$ cat src/rtl/busshare_pkg.sv
package busshare_pkg;
  typedef enum logic [1:0] {
    MODE_RUN  = 2'd0,
    MODE_LOWP = 2'd1,
    MODE_WAKE = 2'd2
  } mode_t;
endpackage

$ cat src/rtl/busshare_sync.sv
module busshare_sync #(
  parameter int STAGES = 2
) (
  input  logic clk,
  input  logic rst,
  input  logic d_async,
  output logic q_sync
);
  logic [STAGES-1:0] chain;

  always_ff @(posedge clk) begin
    if (rst) chain <= '0;
    else     chain <= {chain[STAGES-2:0], d_async};
  end

  assign q_sync = chain[STAGES-1];
endmodule

$ cat src/rtl/busshare_tick.sv
module busshare_tick #(
  parameter int PERIOD = 480000
) (
  input  logic clk,
  input  logic rst,
  output logic tick
);
  localparam int CW = (PERIOD > 1) ? $clog2(PERIOD) : 1;
  localparam logic [CW-1:0] LAST = CW'(PERIOD - 1);

  logic [CW-1:0] cnt;

  always_ff @(posedge clk) begin
    if (rst) begin
      cnt  <= '0;
      tick <= 1'b0;
    end else begin
      tick <= (cnt == LAST);
      cnt  <= (cnt == LAST) ? '0 : cnt + 1'b1;
    end
  end
endmodule

$ cat src/rtl/busshare_mode.sv
module busshare_mode
  import busshare_pkg::*;
#(
  parameter int WAKE_CYCLES = 4
) (
  input  logic clk,
  input  logic rst,
  input  logic sample,
  input  logic en_s,
  input  logic suspend_in,
  input  logic other_lp_cause,
  output logic bus_oe,
  output logic engine_halt,
  output logic usb_connect,
  output logic lowpower_req,
  output logic soft_reset,
  output logic wake_req
);
  localparam int WW = (WAKE_CYCLES > 1) ? $clog2(WAKE_CYCLES) : 1;
  localparam logic [WW-1:0] WLAST = WW'(WAKE_CYCLES - 1);

  mode_t         mode;
  logic [WW-1:0] wcnt;

  always_ff @(posedge clk) begin
    if (rst) begin
      mode         <= MODE_RUN;
      wcnt         <= '0;
      bus_oe       <= 1'b0;
      engine_halt  <= 1'b1;
      usb_connect  <= 1'b1;
      lowpower_req <= 1'b0;
      soft_reset   <= 1'b0;
      wake_req     <= 1'b0;
    end else begin
      soft_reset <= 1'b0;
      case (mode)
        MODE_RUN: begin
          lowpower_req <= suspend_in;
          if (sample) begin
            if (suspend_in) begin
              if (en_s != bus_oe) begin
                mode         <= MODE_WAKE;
                wcnt         <= WLAST;
                wake_req     <= 1'b1;
                lowpower_req <= 1'b0;
                bus_oe       <= en_s;
                engine_halt  <= ~en_s;
              end
            end else if (!en_s) begin
              mode         <= MODE_LOWP;
              bus_oe       <= 1'b0;
              engine_halt  <= 1'b1;
              usb_connect  <= 1'b0;
              lowpower_req <= 1'b1;
            end else begin
              bus_oe      <= 1'b1;
              engine_halt <= 1'b0;
            end
          end
        end
        MODE_LOWP: begin
          if (sample && en_s && !other_lp_cause) begin
            mode         <= MODE_RUN;
            soft_reset   <= 1'b1;
            usb_connect  <= 1'b1;
            bus_oe       <= 1'b1;
            engine_halt  <= 1'b0;
            lowpower_req <= 1'b0;
          end
        end
        MODE_WAKE: begin
          if (wcnt == '0) begin
            mode         <= MODE_RUN;
            wake_req     <= 1'b0;
            lowpower_req <= suspend_in;
          end else begin
            wcnt <= wcnt - 1'b1;
          end
        end
        default: mode <= MODE_RUN;
      endcase
    end
  end
endmodule

$ cat src/rtl/busshare_ctl.sv
module busshare_ctl #(
  parameter int TICK_CYCLES = 480000,
  parameter int WAKE_CYCLES = 4,
  parameter int SYNC_STAGES = 2
) (
  input  logic clk,
  input  logic rst,
  input  logic share_en_in,
  input  logic mfg_mode,
  input  logic suspend_in,
  input  logic other_lp_cause,
  output logic bus_oe,
  output logic engine_halt,
  output logic usb_connect,
  output logic lowpower_req,
  output logic soft_reset,
  output logic wake_req
);
  logic en_s;
  logic samp_tick;
  logic sample;

  busshare_sync #(.STAGES(SYNC_STAGES)) u_sync (
    .clk(clk), .rst(rst), .d_async(share_en_in), .q_sync(en_s)
  );

  busshare_tick #(.PERIOD(TICK_CYCLES)) u_tick (
    .clk(clk), .rst(rst), .tick(samp_tick)
  );

  assign sample = samp_tick & ~mfg_mode;

  busshare_mode #(.WAKE_CYCLES(WAKE_CYCLES)) u_mode (
    .clk(clk), .rst(rst), .sample(sample), .en_s(en_s),
    .suspend_in(suspend_in), .other_lp_cause(other_lp_cause),
    .bus_oe(bus_oe), .engine_halt(engine_halt), .usb_connect(usb_connect),
    .lowpower_req(lowpower_req), .soft_reset(soft_reset), .wake_req(wake_req)
  );
endmodule

$ cat config.mk
export PLATFORM = sky130hd
export DESIGN_NAME = busshare_ctl
export DESIGN_NICKNAME = d
export VERILOG_FILES = /design/src/rtl/busshare_pkg.sv /design/src/rtl/busshare_sync.sv /design/src/rtl/busshare_tick.sv /design/src/rtl/busshare_mode.sv /design/src/rtl/busshare_ctl.sv
export SDC_FILE = /design/constraint.sdc
export NUM_CORES = 1
export LEC_CHECK = 0
export ABC_CLOCK_PERIOD_IN_PS = 2260
export BUFFER_PORTS_ARGS = -buffer_cell sky130_fd_sc_hd__buf_2
export CORE_MARGIN = 2
export CORE_UTILIZATION = 25
export CTS_CLUSTER_SIZE = 10
export DETAILED_ROUTE_END_ITERATION = 16
export GPL_ROUTABILITY_DRIVEN = 0
export HOLD_SLACK_MARGIN = 0.12
export PLACE_DENSITY_LB_ADDON = 0.25
export SETUP_SLACK_MARGIN = 0.15
export SLEW_MARGIN = 20
export SYNTH_ARGS = -nofsm -noshare
export SYNTH_HDL_FRONTEND = slang
export SYNTH_SLANG_ARGS = --single-unit
export TNS_END_PERCENT = 5
$ cat constraint.sdc
create_clock -name clk -period 2.26 [get_ports clk]
set_input_delay 0.452 -clock clk [delete_from_list [all_inputs] [get_ports clk]]
set_output_delay 0.452 -clock clk [all_outputs]
set_load 0.02 [all_outputs]
* Word-level counts from Yosys, hierarchy flattened *
Cells that the tools add are included.

cells by class
  shift-type cells = 0
  reduce and logical (&&, ||, !) cells = 16
  multiply operators = 0
  $lt $le $gt $ge = 0
  add/sub/neg operators = 2
  equality and inequality tests = 14
  bitwise operators = 4
  multiplexer cells = 39
  divide/modulo/power cells = 0

operators with widths
  cell                     number
  $mux W1                  22
  $mux W2                  10
  $reduce_and A5 Y1        4
  $add A19 B1 Y19 const B  1
  $eq A19 B19 Y1 const B   1
  $ne A2 B1 Y1 const B     4
  $ne A2 B2 Y1 const B     4
  $pmux W1 S2              4
  $pmux W2 S3              1
  $logic_not A2 Y1         2
  $pmux W2 S2              1
  $reduce_and A4 Y1        1
  $reduce_bool A2 Y1       2
  $reduce_or A2 Y1         2
  $ne A3 B2 Y1 const B     1
  $ne A3 B3 Y1 const B     1
  $not A1 Y1               3
  $pmux W1 S3              1
  $reduce_and A3 Y1        1
  $reduce_bool A3 Y1       1
  $eq A2 B1 Y1 const B     1
  $eq A2 B2 Y1 const B     1
  $logic_and A1 B1 Y1      2
  $sub A2 B1 Y2 const B    1
  other kinds (3)          3

storage, ports and cells
  flip-flop bits (word level) = 32
  latch bits = 0
  output and inout bits = 6
  bits in read-only memories = 0
  bits in writable memories = 0
  memories kept = 0
  bits of input ports = 6
  word-level logic and storage cells = 86

* Longest topological paths before layout *
  word-level depth = 6
  mapped depth = 7

* By module *
From an unflattened synthesis, not the netlist that was laid out.

unflattened totals
  cells, all modules = 181
  area, all modules = 1,632.8 sq um

modules (own cells, without submodules)
  module         area each (sq um)  times used  cells an instance  seq. area each (sq um)
  busshare_tick  898.4              1           102                400.4
  busshare_mode  668.1              1           74                 200.2
  busshare_sync  52.6               1           4                  40.0
  busshare_ctl   13.8               1           1                  0.0

* Worst setup path before layout *
No wires, ideal clock.

  kind = reg2reg
  start point = register u_mode.mode[0]
  end point = register u_mode.wake_req
  setup time = 0.117 ns
  buffers on the path = 1
  cell stages (with the launch flop) = 8
  required time = 2.143 ns
  data arrival time = 1.459 ns
  path slack = 0.684 ns
  cell sequence = dfxtp_1 > inv_1 > ha_1 > buf_2 > nand2_1 > o32ai_4 > nand2_1 > a32o_1

between the ends
  longest elaborated chain between the ends = 3
  elaborated cells between the ends (all ways) = 9
  classes of those cells = eq/ne: 5; mux: 1; reduce/logical: 3

RTL lines
  what                                              RTL line             text
  from (decl)                                       busshare_mode.sv:22  mode_t mode;
  from (signal assigned)                            busshare_mode.sv:27  mode <= MODE_RUN;
  from (signal assigned)                            busshare_mode.sv:43  mode <= MODE_WAKE;
  from (signal assigned)                            busshare_mode.sv:51  mode <= MODE_LOWP;
  $eq A2 B2 Y1 or $logic_not A2 Y1 (tied branches)  busshare_mode.sv:37  case (mode)
  $ne A2 B1 Y1 (no line) (tied with other cells)    -
  $reduce_and A5 Y1 (no line)                       -
  to (signal assigned)                              busshare_mode.sv:34  wake_req <= 1'b0;
  to (signal assigned)                              busshare_mode.sv:45  wake_req <= 1'b1;
  to (signal assigned)                              busshare_mode.sv:75  wake_req <= 1'b0;
  to (decl)                                         busshare_mode.sv:17  output logic wake_req

Parallel ways exist; a longest one is shown, timed or not.
A chain may end at the register's enable or synchronous reset.

* Worst setup path after layout *
  start point = register u_mode.mode[1]
  end point = register u_mode.wcnt[1]

between the ends
  longest elaborated chain between the ends = 3
  elaborated cells between the ends (all ways) = 9
  classes of those cells = eq/ne: 5; mux: 1; reduce/logical: 3

RTL lines
  what                                              RTL line             text
  $eq A2 B2 Y1 or $logic_not A2 Y1 (tied branches)  busshare_mode.sv:37
  $ne A2 B2 Y1 (no line) (tied with other cells)    -
  $reduce_and A5 Y1 (no line)                       -
  to (signal assigned)                              busshare_mode.sv:78  wcnt <= wcnt - 1'b1;
  to (decl)                                         busshare_mode.sv:23  logic [WW-1:0] wcnt;

Parallel ways exist; a longest one is shown, timed or not.

==> parameters.txt <==
Parameter                              Value

STA
  Max-slew violations    0
  Number of endpoints with negative hold slack in the final report    0
  Fmax achieved    0.555 GHz
  Setup repair after global routing missed its margin    false
  Final worst path period share    79.8%
  Layout Skew    6.93 ps
  Final setup violating endpoints    0
  Max-slew headroom    between 70 and 80%
  Total negative slack for setup checks    0 ps
  Time the worst path needs with I/O delays and setup    1800 ps
  Slew at the pin with the worst max-slew slack    378 ps

Setup path
  Crit path capture type    flop
  Worst path bufs/invs    1
  Slowest CP cell    sky130_fd_sc_hd__ha_1
  Critical path data arrival time    approximately 2000 ps
  CP startpoint kind    flop
  CP Data Required Time    roughly 2400 ps
  Kind of cell with the highest combined delay on the critical path    compound AO/OA/AOI/OAI gates
  Crit Path Category    flop to flop
  CP Max Fanout    10
  CP peak stage delay    between 300 and 400 ps
  Crit-path cells    inv_1 > ha_1 > nand2_1 > o32ai_4 > a21oi_1 > a311oi_1

Yosys
  Adder-cell share of the synthesized area    between 4 and 5%
  Net count after synthesis    192
  Fraction of synthesized cell area taken by the top area cell type    39.1%
  Commonest register cell after synthesis    sky130_fd_sc_hd__dfxtp_1
  Commonest cells post-synth    sky130_fd_sc_hd__dfxtp_1 (32), sky130_fd_sc_hd__nor2_1 (24), sky130_fd_sc_hd__inv_1 (11), sky130_fd_sc_hd__xnor2_1 (11), sky130_fd_sc_hd__nand2_1 (9)
  Mux cell area share after synthesis    less than 1%
  Synth Area in Simple Gates    27.8%
  Dominant cell type by area after synthesis    sky130_fd_sc_hd__dfxtp_1
  Seq/Total Area, Yosys    39.1%
  Most repeated cell in the gate-level netlist after synthesis    sky130_fd_sc_hd__dfxtp_1
  Main combinational cell family by area after synthesis    simple AND/OR/NAND/NOR gates
  Compound-gate portion of the synthesized area    between 10 and 15%
  Synthesized area divided by synthesized cell count    ~9 sq um
  Total of flip-flops plus latches after synthesis    32
  Xor and xnor area share after synthesis    ~8.5%
  Count of flip-flops with a built-in enable after synthesis    0
  Synth unique cells    50
  Post-synthesis instance total    180
  Most area-consuming cells after synthesis    sky130_fd_sc_hd__dfxtp_1 (39%), sky130_fd_sc_hd__xnor2_1 (5.9%), sky130_fd_sc_hd__nor2_1 (5.5%)
  Cell area after synthesis    about 0.0016 sq mm
  Asr flop ratio synth    0%
  Total number of yosys warnings    0

Finish
  Final standard cell utilization of the core    about 29%
  Fraction of final layout cells with drive strength greater than 1    around 15%
  Area of combinational cells with multiple inputs    927 sq um
  Finished Layout Cells    270
  Number of fill cells in the layout    between 600 and 700
  Net count, final    just over 200
  Sequential cell area    641 sq um
  Area growth, synth to finish    12.8%
  Number of diodes added for antenna fixing    0

Route
  Post-route DRC violation count    0
  Wirelength per Cell    around 12 um
  Highest Signal Layer    met4
  Post-detailed-route count of antenna-violating nets    0
  Metal-1 WL    1620 um
  Routed wl met3    about 120 um
  Vias    around 1300
  Detail Route met2 WL    approximately 1500 um
  Detail-routed via count per cell    around 4.8
  Total detailed-routing wirelength    roughly 3200 um
  Detailed-router iteration count before antenna repair    4
  Starting DRC count in detailed routing    88

Power
  Standby leakage power    around 0.66 nW
  Post-route total power    between 1 and 1.5 mW
  Worst vdd ir    roughly 0.28 mV
  Ratio of total power to cell area    about 580 mW/mm^2

Place
  Placed wire-length estimate    between 2000 and 2500 um
  # port buffers    11
  Cell total after placement    262

Clock network
  Hold buffer count at CTS    0
  Clock tree root driver cell    sky130_fd_sc_hd__clkbuf_8
  Clk pin slew, worst setup/hold paths    about 70 ps
  Clock tree from TritonCTS    done
  Post_cts resized    0
  Clock Tree Buf Depth    2
  Total clock buffers created by CTS    5
  Post-CTS setup buffers    0
  Count of H-tree levels built during CTS    2
  Number of clock sinks seen by CTS    32
  Clock latency at the later pin of the worst-skew pair    approximately 280 ps

Outcome
  Result of the run    complete, no violations

Floorplan
  Number of top-level design ports    12
  Row count    29
  Die extent in y    between 80 and 90 um
  CORE AREA    0.00635 sq mm
  Die Outline Area    roughly 0.0072 sq mm
  Initial core utilization    between 20% and 30%
  Die width    around 85 um

Global routing
  Aggregate global-route resource usage    between 10 and 15%
  Wire length of the first global-routing pass    approximately 6000 um
  Number of antenna violations at the first check in global routing    0
  Vias in the first global route    between 1000 and 1500
  Largest net degree at the start of global routing    17
  Overflow left after global routing    0

Run
  Max-Cap Viols    0

Min path
  Type of the most critical hold path    input pin to flop
## logic make-up (layout without fill, tap and decap cells)
| family | count (synthesis) | count (layout) |
|---|---|---|
| AND/OR/NAND/NOR | 77 | 77 |
| flip-flops | 32 | 32 |
| AO/OA/AOI/OAI | 31 | 31 |
| buffers and inverters | 17 | 30 |
| XOR/XNOR | 16 | 16 |
| adder cells (fa/ha/maj) | 6 | 6 |
| multiplexers | 1 | 1 |
## layout make-up
cell class	instances	share of cell area (%)
Inverter	11	2.23
Tap cell	77	5.21
Clock buffer	8	4.87
Multi-Input combinational cell	131	50.1
Timing Repair Buffer	11	2.97
Sequential cell	32	34.6
## sequential cells by signal, summed over array words and instances (netlist names)
| register | cells |
|---|---|
| u_mode.wcnt | 2 |
| u_mode.mode | 2 |
| u_mode.wake_req | 1 |
| u_mode.bus_oe | 1 |
| u_sync.chain | 2 |
| u_mode.lowpower_req | 1 |
| u_mode.soft_reset | 1 |
| u_mode.engine_halt | 1 |
| u_tick.tick | 1 |
| u_mode.usb_connect | 1 |
| u_tick.cnt | 19 |
## per-layer routing
metal	track usage, %	vias to the layer above
met5	0	-
met4	4.33	0
met3	2.72	4
met2	15.5	21
met1	13.7	598
li1	-	665
## power breakdown
group	switching, mW	total, mW	internal, mW	leakage, nW
Combinational	0.0258	0.0424	0.0167	0.360
Clock	0.208	0.457	0.248	0.0455
Sequential	0.00788	0.579	0.571	0.259
Total	0.242	1.08	0.836	0.664
## per-stage QoR
stage,area [sq um],setup WS (ps),hold WS (ps)
2_1_floorplan,1640,684,414
3_3_place_gp,1760,492,422
3_5_place_dp,1760,476,430
4_1_cts,1850,474,368
5_1_grt,1850,216,414
6_report,1850,457,374
## worst paths after layout
| kind | slack (ps) | startpoint | depth (start not counted) | endpoint |
|---|---|---|---|---|
| setup / recovery | 460 | u_mode.mode[1] | 6 | u_mode.wcnt[1] |
| hold / removal | 370 | share_en_in | 2 | u_sync.chain[0] |
| setup reg to reg | 460 | u_mode.mode[1] | 6 | u_mode.wcnt[1] |
| hold reg to reg | 450 | u_sync.chain[0] | 1 | u_sync.chain[1] |
## cell usage in the layout, fill, tap and decap left out, drive strengths merged, types with 2 or more instances in the layout
| cell type | instances |
|---|---|
| buf | 11 |
| nand2 | 9 |
| ha | 6 |
| nor2 | 25 |
| nor3 | 3 |
| a311oi | 2 |
| dfxtp | 32 |
| o31ai | 2 |
| nand3 | 8 |
| and3 | 6 |
| nor2b | 5 |
| a21oi | 7 |
| a32o | 2 |
| nor4b | 2 |
| nand4 | 7 |
| clkbuf | 8 |
| nand2b | 3 |
| xnor2 | 11 |
| o21ai | 5 |
| xor2 | 5 |
| inv | 11 |
| nor4 | 3 |
No activity file was read; power rests on OpenSTA's default activity.
